$ cat config.mk
export PLATFORM = sky130hd
export DESIGN_NAME = motion_irq_gen
export DESIGN_NICKNAME = d
export VERILOG_FILES = /design/src/rtl/motint_pkg.sv /design/src/rtl/motint_axis_cmp.sv /design/src/rtl/motint_combine.sv /design/src/rtl/motint_irq_fsm.sv /design/src/rtl/motion_irq_gen.sv
export SDC_FILE = /design/constraint.sdc
export NUM_CORES = 1
export LEC_CHECK = 0
export ABC_AREA = 1
export BUFFER_PORTS_ARGS = -buffer_cell sky130_fd_sc_hd__clkbuf_2
export CAP_MARGIN = 40
export CORE_AREA = 2 2 76 78
export DETAILED_ROUTE_END_ITERATION = 12
export DIE_AREA = 0 0 78 80
export GPL_TIMING_DRIVEN = 0
export HOLD_SLACK_MARGIN = 0.02
export MAX_ROUTING_LAYER = met4
export PLACE_DENSITY = 0.87
export SLEW_MARGIN = 0
export SYNTH_ARGS = -nofsm -noshare
export SYNTH_HDL_FRONTEND = slang
export SYNTH_SLANG_ARGS = --single-unit
$ cat constraint.sdc
create_clock -name clk -period 2.41 [get_ports clk]
set_input_delay 0.1205 -clock clk [delete_from_list [all_inputs] [get_ports clk]]
set_output_delay 0.1205 -clock clk [all_outputs]
set_load 0.02 [all_outputs]
$ cat src/rtl/motint_pkg.sv
package motint_pkg;

    typedef enum logic [1:0] {
        CMB_OR   = 2'b00,
        CMB_MOVE = 2'b01,
        CMB_AND  = 2'b10,
        CMB_POS  = 2'b11
    } cmb_mode_e;

    typedef enum logic [1:0] {
        IRQ_IDLE    = 2'b00,
        IRQ_ACTIVE  = 2'b01,
        IRQ_LATCHED = 2'b10
    } irq_state_e;

    localparam int AXES   = 3;
    localparam int FLAG_W = 2 * AXES;

endpackage

$ cat src/rtl/motint_axis_cmp.sv
module motint_axis_cmp #(
    parameter int SAMPLE_W = 16,
    parameter int THR_W    = 7
) (
    input  logic signed [SAMPLE_W-1:0] val,
    input  logic        [THR_W-1:0]    thr,
    output logic                       over_hi,
    output logic                       under_lo
);
    localparam int SHIFT = SAMPLE_W - 1 - THR_W;
    localparam int EXT_W = SAMPLE_W + 1;

    logic signed [EXT_W-1:0] val_x;
    logic signed [EXT_W-1:0] lim_p;
    logic signed [EXT_W-1:0] lim_n;

    always_comb begin
        val_x    = {val[SAMPLE_W-1], val};
        lim_p    = $signed(EXT_W'(thr) << SHIFT);
        lim_n    = -lim_p;
        over_hi  = (val_x > lim_p);
        under_lo = (val_x < lim_n);
    end

endmodule

$ cat src/rtl/motint_combine.sv
module motint_combine
    import motint_pkg::*;
(
    input  logic [AXES-1:0]   hi,
    input  logic [AXES-1:0]   lo,
    input  logic [FLAG_W-1:0] evt_en,
    input  logic [1:0]        mode,
    input  logic              use_4d,
    output logic              cond,
    output logic              move,
    output logic [FLAG_W-1:0] rep_flags
);
    cmb_mode_e         cmb;
    logic [FLAG_W-1:0] raw;
    logic [AXES-1:0]   exceed;
    logic              known;
    logic              orient;

    always_comb begin
        for (int a = 0; a < AXES; a++) begin
            raw[2*a+1] = hi[a];
            raw[2*a]   = lo[a];
        end
        exceed = hi | lo;
        cmb    = cmb_mode_e'(mode);
        orient = (cmb == CMB_MOVE) || (cmb == CMB_POS);
        if (use_4d)
            known = exceed[1] ^ exceed[0];
        else
            known = ($countones(exceed) == 1);

        unique case (cmb)
            CMB_OR:   cond = |(raw & evt_en);
            CMB_AND:  cond = (evt_en != '0) && ((raw & evt_en) == evt_en);
            CMB_MOVE: cond = known;
            CMB_POS:  cond = known;
            default:  cond = 1'b0;
        endcase

        move      = (cmb == CMB_MOVE);
        rep_flags = raw;
        if (orient && use_4d)
            rep_flags[FLAG_W-1 -: 2] = 2'b00;
    end

endmodule

$ cat src/rtl/motint_irq_fsm.sv
module motint_irq_fsm
    import motint_pkg::*;
#(
    parameter int DUR_W = 7
) (
    input  logic              clk,
    input  logic              rst_n,
    input  logic              smp,
    input  logic              cond,
    input  logic              move,
    input  logic              latch_en,
    input  logic              rd,
    input  logic [DUR_W-1:0]  dur,
    input  logic [FLAG_W-1:0] new_flags,
    output logic [FLAG_W:0]   src_word,
    output logic              irq
);
    localparam logic [DUR_W-1:0] CNT_MAX = '1;

    irq_state_e        state_q, state_n;
    logic [DUR_W-1:0]  cnt_q, cnt_n;
    logic              prevq_q;
    logic [FLAG_W-1:0] flags_q;
    logic              qual;
    logic              hit;
    logic              flags_we;
    irq_state_e        hit_dest;

    always_comb begin
        qual     = cond && (cnt_q >= dur);
        hit      = move ? (qual && !prevq_q) : qual;
        hit_dest = latch_en ? IRQ_LATCHED : IRQ_ACTIVE;
        if (!cond)
            cnt_n = '0;
        else if (cnt_q != CNT_MAX)
            cnt_n = cnt_q + 1'b1;
        else
            cnt_n = cnt_q;

        state_n = state_q;
        unique case (state_q)
            IRQ_IDLE: begin
                if (smp && hit)
                    state_n = hit_dest;
            end
            IRQ_ACTIVE: begin
                if (smp)
                    state_n = hit ? hit_dest : IRQ_IDLE;
                else if (rd)
                    state_n = IRQ_IDLE;
            end
            IRQ_LATCHED: begin
                if (rd)
                    state_n = (smp && hit) ? hit_dest : IRQ_IDLE;
            end
            default: state_n = IRQ_IDLE;
        endcase

        flags_we = smp && ((state_q != IRQ_LATCHED) || rd);
    end

    always_ff @(posedge clk or negedge rst_n) begin
        if (!rst_n) begin
            state_q <= IRQ_IDLE;
            cnt_q   <= '0;
            prevq_q <= 1'b0;
            flags_q <= '0;
        end else begin
            state_q <= state_n;
            if (smp) begin
                cnt_q   <= cnt_n;
                prevq_q <= qual;
            end
            if (flags_we)
                flags_q <= new_flags;
        end
    end

    always_comb begin
        irq      = (state_q != IRQ_IDLE);
        src_word = {irq, flags_q};
    end

endmodule

$ cat src/rtl/motion_irq_gen.sv
module motion_irq_gen
    import motint_pkg::*;
#(
    parameter int SAMPLE_W = 16,
    parameter int THR_W    = 7,
    parameter int DUR_W    = 7
) (
    input  logic                       clk,
    input  logic                       rst_n,
    input  logic                       sample_valid,
    input  logic signed [SAMPLE_W-1:0] x_in,
    input  logic signed [SAMPLE_W-1:0] y_in,
    input  logic signed [SAMPLE_W-1:0] z_in,
    input  logic [FLAG_W-1:0]          evt_en,
    input  logic [THR_W-1:0]           thresh,
    input  logic [DUR_W-1:0]           dur,
    input  logic                       latch_en,
    input  logic [1:0]                 mode,
    input  logic                       use_4d,
    input  logic                       src_rd,
    output logic [FLAG_W:0]            src_word,
    output logic                       irq
);
    logic signed [SAMPLE_W-1:0] axis_v [AXES];
    logic [AXES-1:0]            hi;
    logic [AXES-1:0]            lo;
    logic                       cond;
    logic                       move;
    logic [FLAG_W-1:0]          rep_flags;

    always_comb begin
        axis_v[0] = x_in;
        axis_v[1] = y_in;
        axis_v[2] = z_in;
    end

    for (genvar g = 0; g < AXES; g++) begin : g_axis
        motint_axis_cmp #(
            .SAMPLE_W (SAMPLE_W),
            .THR_W    (THR_W)
        ) u_cmp (
            .val      (axis_v[g]),
            .thr      (thresh),
            .over_hi  (hi[g]),
            .under_lo (lo[g])
        );
    end

    motint_combine u_combine (
        .hi        (hi),
        .lo        (lo),
        .evt_en    (evt_en),
        .mode      (mode),
        .use_4d    (use_4d),
        .cond      (cond),
        .move      (move),
        .rep_flags (rep_flags)
    );

    motint_irq_fsm #(
        .DUR_W (DUR_W)
    ) u_fsm (
        .clk       (clk),
        .rst_n     (rst_n),
        .smp       (sample_valid),
        .cond      (cond),
        .move      (move),
        .latch_en  (latch_en),
        .rd        (src_rd),
        .dur       (dur),
        .new_flags (rep_flags),
        .src_word  (src_word),
        .irq       (irq)
    );

endmodule

==> results_dict.tcl, run 1 <==
set metrics [dict create \
    outcome "complete, but fails checks" \
    violations "setup timing" \
    rr_startpoint "u_fsm.cnt_q[1]" \
    post-route-min-period_ns 3.05 \
    gp_congestion 0.889 \
    cellPowerDensity_mw_per_mm2 287 \
    antenna_found_initial 0 \
    finalSetupViolCount 10 \
    max_stage_delay_ns 0.58 \
    clock_latency_ns 0.25 \
    core_mm2 0.00541 \
    crit_cells 23 \
    multi_input_area_mm2 0.00217 \
    required_ns 2.60 \
    rsz0062_at_grt "yes" \
    crit_arrival_ns 3.24 \
    cts_tree "built" \
    clock-sinks 16 \
    critPathBufInv 5 \
    synthesis.area_mm2 0.00260 \
    synth_top_area_share 0.245 \
    layout_common_cells "84 x nand2_1, 81 x clkbuf_2, 71 x inv_1" \
    synth_edf_count 0 \
    synth_fp_nets 527 \
    cp-endpoint "u_fsm.cnt_q[3]" \
    async_reset_ff_frac 1.00 \
    grt-ovfl-total 0 \
    drt_first_pass_iters 5 \
    worstPathCellList "clkbuf_16, inv_16, ha_4, nand2_4, nor2_4, nand2_4, buf_4, buf_4, nand3_1, nand3_1, nor2_1, nand2_4, nand2_2, nand2_2, nand2_4, nand2_4, fa_1, nand2_2, o41ai_4, nor2_2, nand3_4, nand3b_1, inv_1" \
    crit_type "in -> reg" \
    ys_seq_elements 16 \
    final_common_cell "nand2_1" \
    die_h_um 80 \
    clock_path_buffers 2 \
    grt_start_max_net_pins 17 \
    ys.flop_type "dfrtp_1" \
    drtIter0Drc 202 \
    cts_root_buffer "clkbuf_8" \
    slew_violations 0 \
    drive_gt1_frac 0.325 \
    ys_seq_area_frac 0.154 \
    vias 3072 \
    setup_ws_ns -0.635 \
    rr_worst_depth 11 \
    synth_cells 399 \
    peakVddDrop_mv 0.202 \
    slowest_stage "fa_1" \
    initial_core_util 0.481 \
    drc 0 \
    final_hold_viol_count 0 \
    wirelength_um 7610 \
    ant_nets 0 \
    pre_cts_ws_ns -1.03 \
    hp-class "in -> reg" \
    dp_hpwl_um 5870 \
    cp_top_family "simple AND/OR/NAND/NOR gates" \
    numCtsBuffers 3 \
    h-tree-depth 1 \
    ys_types 34 \
    yosysTopAreaCell "ha_1" \
    synthTopCellsByArea "ha_1 25%, dfrtp_1 15%, nand2_1 15%" \
    wire_per_inst_um 13.1 \
    rrSetupSlack_ns 0 \
    leakagePower_nw 2.22 \
    port_buffers 83 \
    finClkSkew_ns 0.00227 \
    diodes 0 \
    die-area_mm2 0.00624 \
    area.sequential_um2 400 \
    fill_cells 409 \
    avgSynthCellArea_um2 6.52 \
    startpoint_type "primary input" \
    clkTransAtPathRegs_ns 0.06 \
    die_width_um 78 \
    critPathMaxFanout 7 \
    max_cap_violations 0 \
    grt_usage 0.239 \
    rows 27 \
    slew_headroom 0.625 \
    area_delta_synth_final_pct 41.4 \
    period_share 1.26 \
    cp-end-kind "register" \
    worst_pin_slew_ns 0.557 \
    avgViaCountPerCell 5.28 \
    cpMostUsedCell "nand2_4" \
    fin_util 0.680 \
    yosysWarnings 0 \
    startpoint "thresh[1]" \
    r2r-end "u_fsm.cnt_q[5]" \
    whs_ns 0.192 \
    grt_pass1_wl_um 12100 \
    ios 84 \
    max_freq_ghz 0.328 \
    first_global_vias 2978 \
    nets 640 \
]
[cells by family (layout without fill, tap and decap cells)]
family | Yosys count | count (layout) | share of synthesized area
AO/OA/AOI/OAI | 43 | 43 | 0.105
adder cells (fa/ha/maj) | 52 | 52 | 0.253
XOR/XNOR | 3 | 3 | 0.0101
AND/OR/NAND/NOR | 207 | 207 | 0.364
buffers and inverters | 78 | 189 | 0.114
flip-flops | 16 | 16 | 0.154
[registers in the layout, indices dropped and copies added (netlist names)]
signal and flops:
u_fsm.flags_q 6, u_fsm.state_q 2, u_fsm.prevq_q 1, u_fsm.cnt_q 7
[power by group]
group | internal, W | total, W | switching (W)
logic | 0.000241 | 0.000562 | 0.000321
registers | 0.000285 | 0.000298 | 0.0000135
clock network | 0.000111 | 0.000196 | 0.0000857
[worst min-delay path by stage]
| stage | startpoint | end | slack [ns] | cells past startpoint |
|---|---|---|---|---|
| after floorplan | rst_n | u_fsm.cnt_q[0] | -0.18 | 0 |
| after global placement | rst_n | u_fsm.cnt_q[2] | 0.05 | 1 |
| after detailed placement | rst_n | u_fsm.cnt_q[2] | 0.06 | 1 |
| after CTS | latch_en | u_fsm.state_q[0] | 0.20 | 4 |
| after global routing | latch_en | u_fsm.state_q[0] | 0.21 | 4 |
| final | latch_en | u_fsm.state_q[0] | 0.19 | 4 |
[cells in the mapped netlist, drive strengths merged, types with 2 or more instances]
cell type  instances
nand2            107
inv               77
ha                51
nand3             45
nor2              29
dfrtp             16
o21ai             16
a21oi             12
nand4              7
nor3               6
nor4               6
nand3b             5
a21boi             3
o21bai             3
xor2               3
a211oi             2
a21o               2
[area by class of cell]
cell class | instances | area share
multi-input cells | 305 | 0.591
repair buffers | 108 | 0.177
flip-flops and latches | 16 | 0.109
inverters | 77 | 0.0857
well taps | 72 | 0.0245
clock buffers | 3 | 0.0112
plain buffers | 1 | 0.00204
[tightest hold or removal path, stage by stage]
cell and delay, ns:
clkbuf_2 0.09, nor3_1 0.05, nand4_1 0.08, nand2_1 0.06
[per-stage QoR]
step           total power, W  instance area, um^2  cells  TNS (ns)
3_3_place_gp         0.000754                 3230    554     -9.00
3_5_place_dp         0.000777                 3230    554    -10.00
4_1_cts               0.00102                 3520    573     -4.84
5_1_grt               0.00114                 3680    582     -7.36
6_report              0.00106                 3680    582     -6.10
2_1_floorplan        0.000602                 2730    399     -3.21
[timing repair]
| action | in CTS | in global routing |
|---|---|---|
| cloned | 0 | 0 |
| hold buffers | 1 | 0 |
| setup buffers | 15 | 8 |
| pin swaps | 23 | 24 |
| gates resized for setup | 24 | 20 |
| endpoints found under the hold margin | 16 | 0 |
| endpoints found under the setup margin | 10 | 10 |
[metal layers]
metal / share of wire / GRT usage / wire (um) / vias up
li1: - / - / - / 1530
met1: 0.40 / 0.270 / 3070 / 1374
met2: 0.51 / 0.435 / 3880 / 134
met3: 0.052 / 0.0271 / 394 / 34
met4: 0.035 / 0.0912 / 267 / 0
met5: 0 / - / 0 / -
(Power assumes the default switching activity.)
==> run 2: changes to the inputs <==
ABC_AREA = unset   (was 1)
CORE_AREA = 2 2 73 75   (was 2 2 76 78)
DIE_AREA = 0 0 75 77   (was 0 0 78 80)
PLACE_DENSITY = 0.88   (was 0.87)
==> run 2 against run 1 <==
Against the previous run:
- the flow still finishes with violations (setup timing)
- combinational power grew 18%
- maximum frequency shrank 23%
- largest power group unchanged
- count of clock-buffer cells in the layout grew 1
- non-clock buffer count shrank 7
- global-route usage grew 5.5 points
- clock skew is essentially flat
- final cell count shrank 21%
- critical path depth shrank 1
- cell area shrank 7.7%
- sequential power grew 5%
- power grew 15%
- routed wire length grew 15%
==> results_dict.tcl, run 2 <==
set metrics [dict create \
    die_width_um 75 \
    diodes 0 \
    grt-ovfl-total 0 \
    fin_util 0.682 \
    synth_commonest_cells "51 x ha_1, 29 x inv_1, 28 x nand2_1" \
    worst_pin_slew_ns 0.991 \
    violations "setup timing" \
    period_share 1.64 \
    place_area_mm2 0.00293 \
    h-tree-depth 1 \
    synth-adder-area-share 0.279 \
    grt_start_max_net_pins 17 \
    wire_per_inst_um 19.1 \
    yosysTopAreaCell "ha_1" \
    drt_first_pass_iters 6 \
    ys_types 57 \
    die_h_um 77 \
    slew_headroom 0.333 \
    critPathMaxFanout 8 \
    max_freq_ghz 0.253 \
    post-route-min-period_ns 3.96 \
    cellPowerDensity_mw_per_mm2 358 \
    synthSimpleGateAreaFrac 0.211 \
    area_delta_synth_final_pct 41.9 \
    largest_reg_flops 7 \
    highest_layer "met4" \
    area.sequential_um2 400 \
    avgViaCountPerCell 6.35 \
    numCtsBuffers 3 \
    multi_input_area_mm2 0.00212 \
    crit_arrival_ns 4.07 \
    whs_ns 0.0835 \
    crit_type "in -> reg" \
    clock_latency_ns 0.26 \
    gp_congestion 0.912 \
    synth_compound_area_frac 0.211 \
    yosys.cell_count.top_type "ha_1" \
    yosysWarnings 0 \
    met1_length_um 3280 \
    ant_nets 0 \
    hp-class "in -> reg" \
    core_mm2 0.00498 \
    avgSynthCellArea_um2 8.45 \
    synthXorXnorAreaFrac 0.0675 \
    antenna_found_initial 0 \
    synth_fp_nets 411 \
    cp-end-kind "register" \
    synth_top_family_by_area "adder cells" \
    finalSetupViolCount 10 \
    rrSetupSlack_ns 0.19 \
    grt_usage 0.295 \
    rsz0062_at_grt "yes" \
    synth_cells 283 \
    drive_gt1_frac 0.375 \
    synth_edf_count 0 \
    cts_tree "built" \
    ios 84 \
    slew_violations 0 \
    rows 26 \
    met3_length_um 821 \
    nets 516 \
    synthMuxAreaShare 0.0141 \
    clock-sinks 16 \
    dp_hpwl_um 5510 \
    ys_seq_area_frac 0.167 \
    rr_startpoint "u_fsm.cnt_q[0]" \
    outcome "complete, but fails checks" \
    cp-endpoint "u_fsm.cnt_q[0]" \
    cts_root_buffer "clkbuf_8" \
    peakVddDrop_mv 0.267 \
    layout_common_cells "79 x clkbuf_2, 44 x ha_1, 27 x nand2_1" \
    clkTransAtPathRegs_ns 0.06 \
    ys.flop_type "dfrtp_1" \
    startpoint "thresh[1]" \
    ys_seq_elements 16 \
    first_global_vias 2796 \
    die-area_mm2 0.00578 \
    async_reset_ff_frac 1.00 \
    synth_top_area_share 0.267 \
    drtIter0Drc 194 \
    fill_cells 353 \
    top_register "u_fsm.cnt_q" \
    max_cap_violations 0 \
    fin_area_mm2 0.00340 \
    initial_core_util 0.481 \
    wirelength_um 8730 \
    finClkSkew_ns 0.00229 \
    final_hold_viol_count 0 \
    vias 2901 \
    setup_ws_ns -1.55 \
    synthTopCellsByArea "ha_1 27%, dfrtp_1 17%, a21oi_1 4.8%" \
    met2_length_um 4160 \
    rr_worst_depth 10 \
    startpoint_type "primary input" \
    port_buffers 82 \
    drc 0 \
    grt_pass1_wl_um 13000 \
    r2r-end "u_fsm.state_q[1]" \
    leakagePower_nw 1.71 \
    clock_path_buffers 2 \
    reg.largest.list "u_fsm.cnt_q: 7 flops, u_fsm.flags_q: 6 flops, u_fsm.state_q: 2 flops" \
    required_ns 2.52 \
    final_common_cell "clkbuf_2" \
    synthesis.area_mm2 0.00239 \
]
run 2: how the worst min path moves through the flow:
stage	start	end	slack (ns)	cells past startpoint
after floorplan	rst_n	u_fsm.cnt_q[0]	-0.18	0
after global placement	rst_n	u_fsm.cnt_q[3]	0.06	1
after detailed placement	rst_n	u_fsm.cnt_q[5]	0.07	1
after CTS	latch_en	u_fsm.state_q[0]	0.08	2
after global routing	latch_en	u_fsm.state_q[0]	0.1	2
final	latch_en	u_fsm.state_q[0]	0.08	2
run 2: worst max-delay path, stage by stage:
cell and delay (ns):
clkbuf_16 0.12, inv_8 0.03, ha_4 0.18, xor2_4 0.19, ha_4 0.30, o211ai_1 0.12
a32oi_1 0.25, o21ai_1 0.12, a2111oi_2 0.42, o41a_1 0.24, nand2_2 0.11, buf_6 0.17
fa_1 0.45, nand2_1 0.07, o21ai_1 0.05, nand2_1 0.10, o21ai_2 0.08, a221oi_2 0.28
o221ai_2 0.21, a21oi_4 0.22, buf_12 0.15, a22oi_1 0.08
run 2: final cells by class:
type                            count  area share
Clock buffer                        4      0.0162
Timing Repair Buffer              100       0.179
Buffer                              2     0.00332
Multi-Input combinational cell    236       0.623
Inverter                           29      0.0350
Sequential cell                    16       0.118
Tap cell                           70      0.0258
run 2: layer usage:
layer / vias to the layer above / global-route usage
li1: 1273 / -
met1: 1330 / 0.343
met2: 234 / 0.495
met3: 64 / 0.0486
met4: 0 / 0.116
met5: - / -
run 2: through the flow:
step	cells	setup WS [ns]	total power [W]	TNS (ns)
final	457	-1.55	0.00122	-15.01
after floorplan	283	-1.22	0.000621	-11.70
after CTS	452	-1.15	0.00114	-11.21
after detailed placement	435	-2.09	0.000803	-20.32
after global placement	435	-1.95	0.000773	-18.78
after global routing	457	-1.62	0.00128	-15.76
run 2: repair_timing:
item,CTS,global route
endpoints found under the setup margin,10,11
setup buffers,13,5
hold endpoints to repair,16,0
gates resized for setup,39,11
pin swaps,22,13
hold buffers,1,0
run 2: where the power goes:
group          internal, W  switching (W)  total [W]
combinational     0.000309       0.000353   0.000662
sequential        0.000291      0.0000231   0.000314
clock             0.000145      0.0000940   0.000239
run 2: cells by family (layout without fill, tap and decap cells):
group | after synthesis | after routing
xor gates and xnor gates | 12 | 12
AOI/OAI and AO/OA | 77 | 77
buffers and inverters | 31 | 135
adders and majority gates | 53 | 53
and+or+nand+nor | 91 | 91
DFF | 16 | 16
muxes | 3 | 3
==> run 3: changes to the inputs <==
CORE_AREA = 2 2 81 83   (was 2 2 73 75)
DIE_AREA = 0 0 83 85   (was 0 0 75 77)
PLACE_DENSITY = 0.76   (was 0.88)
==> run 3 against run 2 <==
Against the previous run:
- the flow still finishes with violations (setup timing)
- via count decreased by 11%
- flip-flop and latch count is the same
- critical endpoint is now u_fsm.state_q[1]
- critical path type unchanged
- clock skew is 0.00074 ns lower
- global-route usage is 8.9 points lower
==> results_dict.tcl, run 3 (synthesis gave the netlist of run 2 again) <==
set metrics [dict create \
    outcome "complete, but fails checks" \
    violations "setup timing" \
    crit_type "in -> reg" \
    dp_hpwl_um 5500 \
    cellPowerDensity_mw_per_mm2 346 \
    clock_latency_ns 0.25 \
    finClkSkew_ns 0.00154 \
    vias 2571 \
    diodes 0 \
    clkTransAtPathRegs_ns 0.06 \
    place_area_mm2 0.00294 \
    die_h_um 85 \
    wire_per_inst_um 15.6 \
    fin_area_mm2 0.00336 \
    largest_reg_flops 7 \
    layout_common_cells "79 x clkbuf_2, 46 x ha_1, 27 x nand2_1" \
    max_freq_ghz 0.275 \
    fin_util 0.541 \
    h-tree-depth 1 \
    clock_path_buffers 2 \
    clock-sinks 16 \
    initial_core_util 0.386 \
    startpoint_type "primary input" \
    hp-class "in -> reg" \
    cts_root_buffer "clkbuf_8" \
    slew_headroom 0.505 \
    setup_ws_ns -1.23 \
    worst_pin_slew_ns 0.735 \
    finalSetupViolCount 10 \
    drive_gt1_frac 0.371 \
    nets 512 \
    slew_violations 0 \
    drc 0 \
    grt_usage 0.205 \
    grt_start_max_net_pins 17 \
    antenna_found_initial 0 \
    avgViaCountPerCell 5.59 \
    max_cap_violations 0 \
    cp-end-kind "register" \
    grt_pass1_wl_um 11800 \
    core_mm2 0.00620 \
    final_common_cell "clkbuf_2" \
    wirelength_um 7170 \
    port_buffers 82 \
    critPathMaxFanout 6 \
    final_hold_viol_count 0 \
    peakVddDrop_mv 0.278 \
    fin_tns_setup_ns -11.65 \
    whs_ns 0.0704 \
    met3_length_um 254 \
    cts_tree "built" \
    area_delta_synth_final_pct 40.4 \
    crit_arrival_ns 3.81 \
    die_width_um 83 \
    post-route-min-period_ns 3.64 \
    reg.largest.list "u_fsm.cnt_q: 7 flops, u_fsm.flags_q: 6 flops, u_fsm.state_q: 2 flops" \
    drtIter0Drc 111 \
    required_ns 2.58 \
    leakagePower_nw 1.69 \
    top_register "u_fsm.cnt_q" \
    finalPower_w 0.00116 \
    first_global_vias 2620 \
    met1_length_um 3050 \
    die-area_mm2 0.00706 \
    numCtsBuffers 3 \
    ios 84 \
    period_share 1.51 \
    rows 29 \
    met2_length_um 3750 \
    drt_first_pass_iters 4 \
    rsz0062_at_grt "yes" \
    gp_congestion 0.875 \
    ant_nets 0 \
    highest_layer "met4" \
    grt-ovfl-total 0 \
]
[run 3: area by class of cell]
| type | instances | area (um^2) |
|---|---|---|
| sequential | 16 | 400 |
| multi-input combinational | 236 | 2100 |
| timing repair buffer | 96 | 572 |
| clock buffer | 4 | 55.1 |
| fill | 549 | 2850 |
| tap | 77 | 96.3 |
| inverter | 29 | 124 |
| buffer | 2 | 11.3 |
[run 3: final timing paths]
check | slack (ns) | from | cells past startpoint | to
worst min register to register | 0.49 | u_fsm.flags_q[3] | 2 | u_fsm.flags_q[3]
min in group asynchronous | 0.36 | rst_n | 2 | u_fsm.prevq_q
worst min-delay path | 0.07 | latch_en | 2 | u_fsm.state_q[0]
worst max register to register | 0.12 | u_fsm.cnt_q[0] | 10 | u_fsm.state_q[1]
max in group asynchronous | 1.77 | rst_n | 2 | u_fsm.flags_q[1]
worst max-delay path | -1.23 | thresh[0] | 22 | u_fsm.state_q[1]
[run 3: timing repair]
item	4_1_cts	5_1_grt
endpoints found under the hold margin	16	0
buffers inserted	13	0
endpoints found under the setup margin	10	10
hold buffers	1	0
resized for setup	40	14
pin swaps	22	23
[run 3: per-stage QoR]
step           setup WS [ns]  instances
2_1_floorplan          -1.22        283
3_3_place_gp           -1.99        442
3_5_place_dp           -2.06        442
4_1_cts                -1.14        460
5_1_grt                -1.42        460
6_report               -1.23        460
[run 3: where the power goes]
part           switching, W  total [W]  internal (W)  leakage, nW
Sequential        0.0000250   0.000316      0.000291        0.215
Combinational      0.000317   0.000610      0.000292         1.44
Clock             0.0000904   0.000235      0.000145       0.0288
Total              0.000433    0.00116      0.000729         1.69
[run 3: critical path, cell delays in order]
cell and delay, ns:
clkbuf_16 0.13, buf_4 0.17, or4_4 0.48, nor2_4 0.15
xnor3_2 0.24, nor4b_1 0.25, nand3b_1 0.17, mux2_4 0.34
nand2b_4 0.10, ha_4 0.21, ha_4 0.16, ha_4 0.15
nor2_2 0.09, nand2_1 0.06, o21ai_1 0.12, nand2_1 0.08
o21ai_1 0.10, a221oi_2 0.06, o221ai_2 0.12, a21oi_2 0.11
buf_6 0.17, o31ai_4 0.23
[run 3: routing by layer]
layer	GRT usage	vias to the layer above
met4	0.0537	0
met5	-	-
met2	0.370	67
met3	0.0282	16
li1	-	1261
met1	0.241	1227
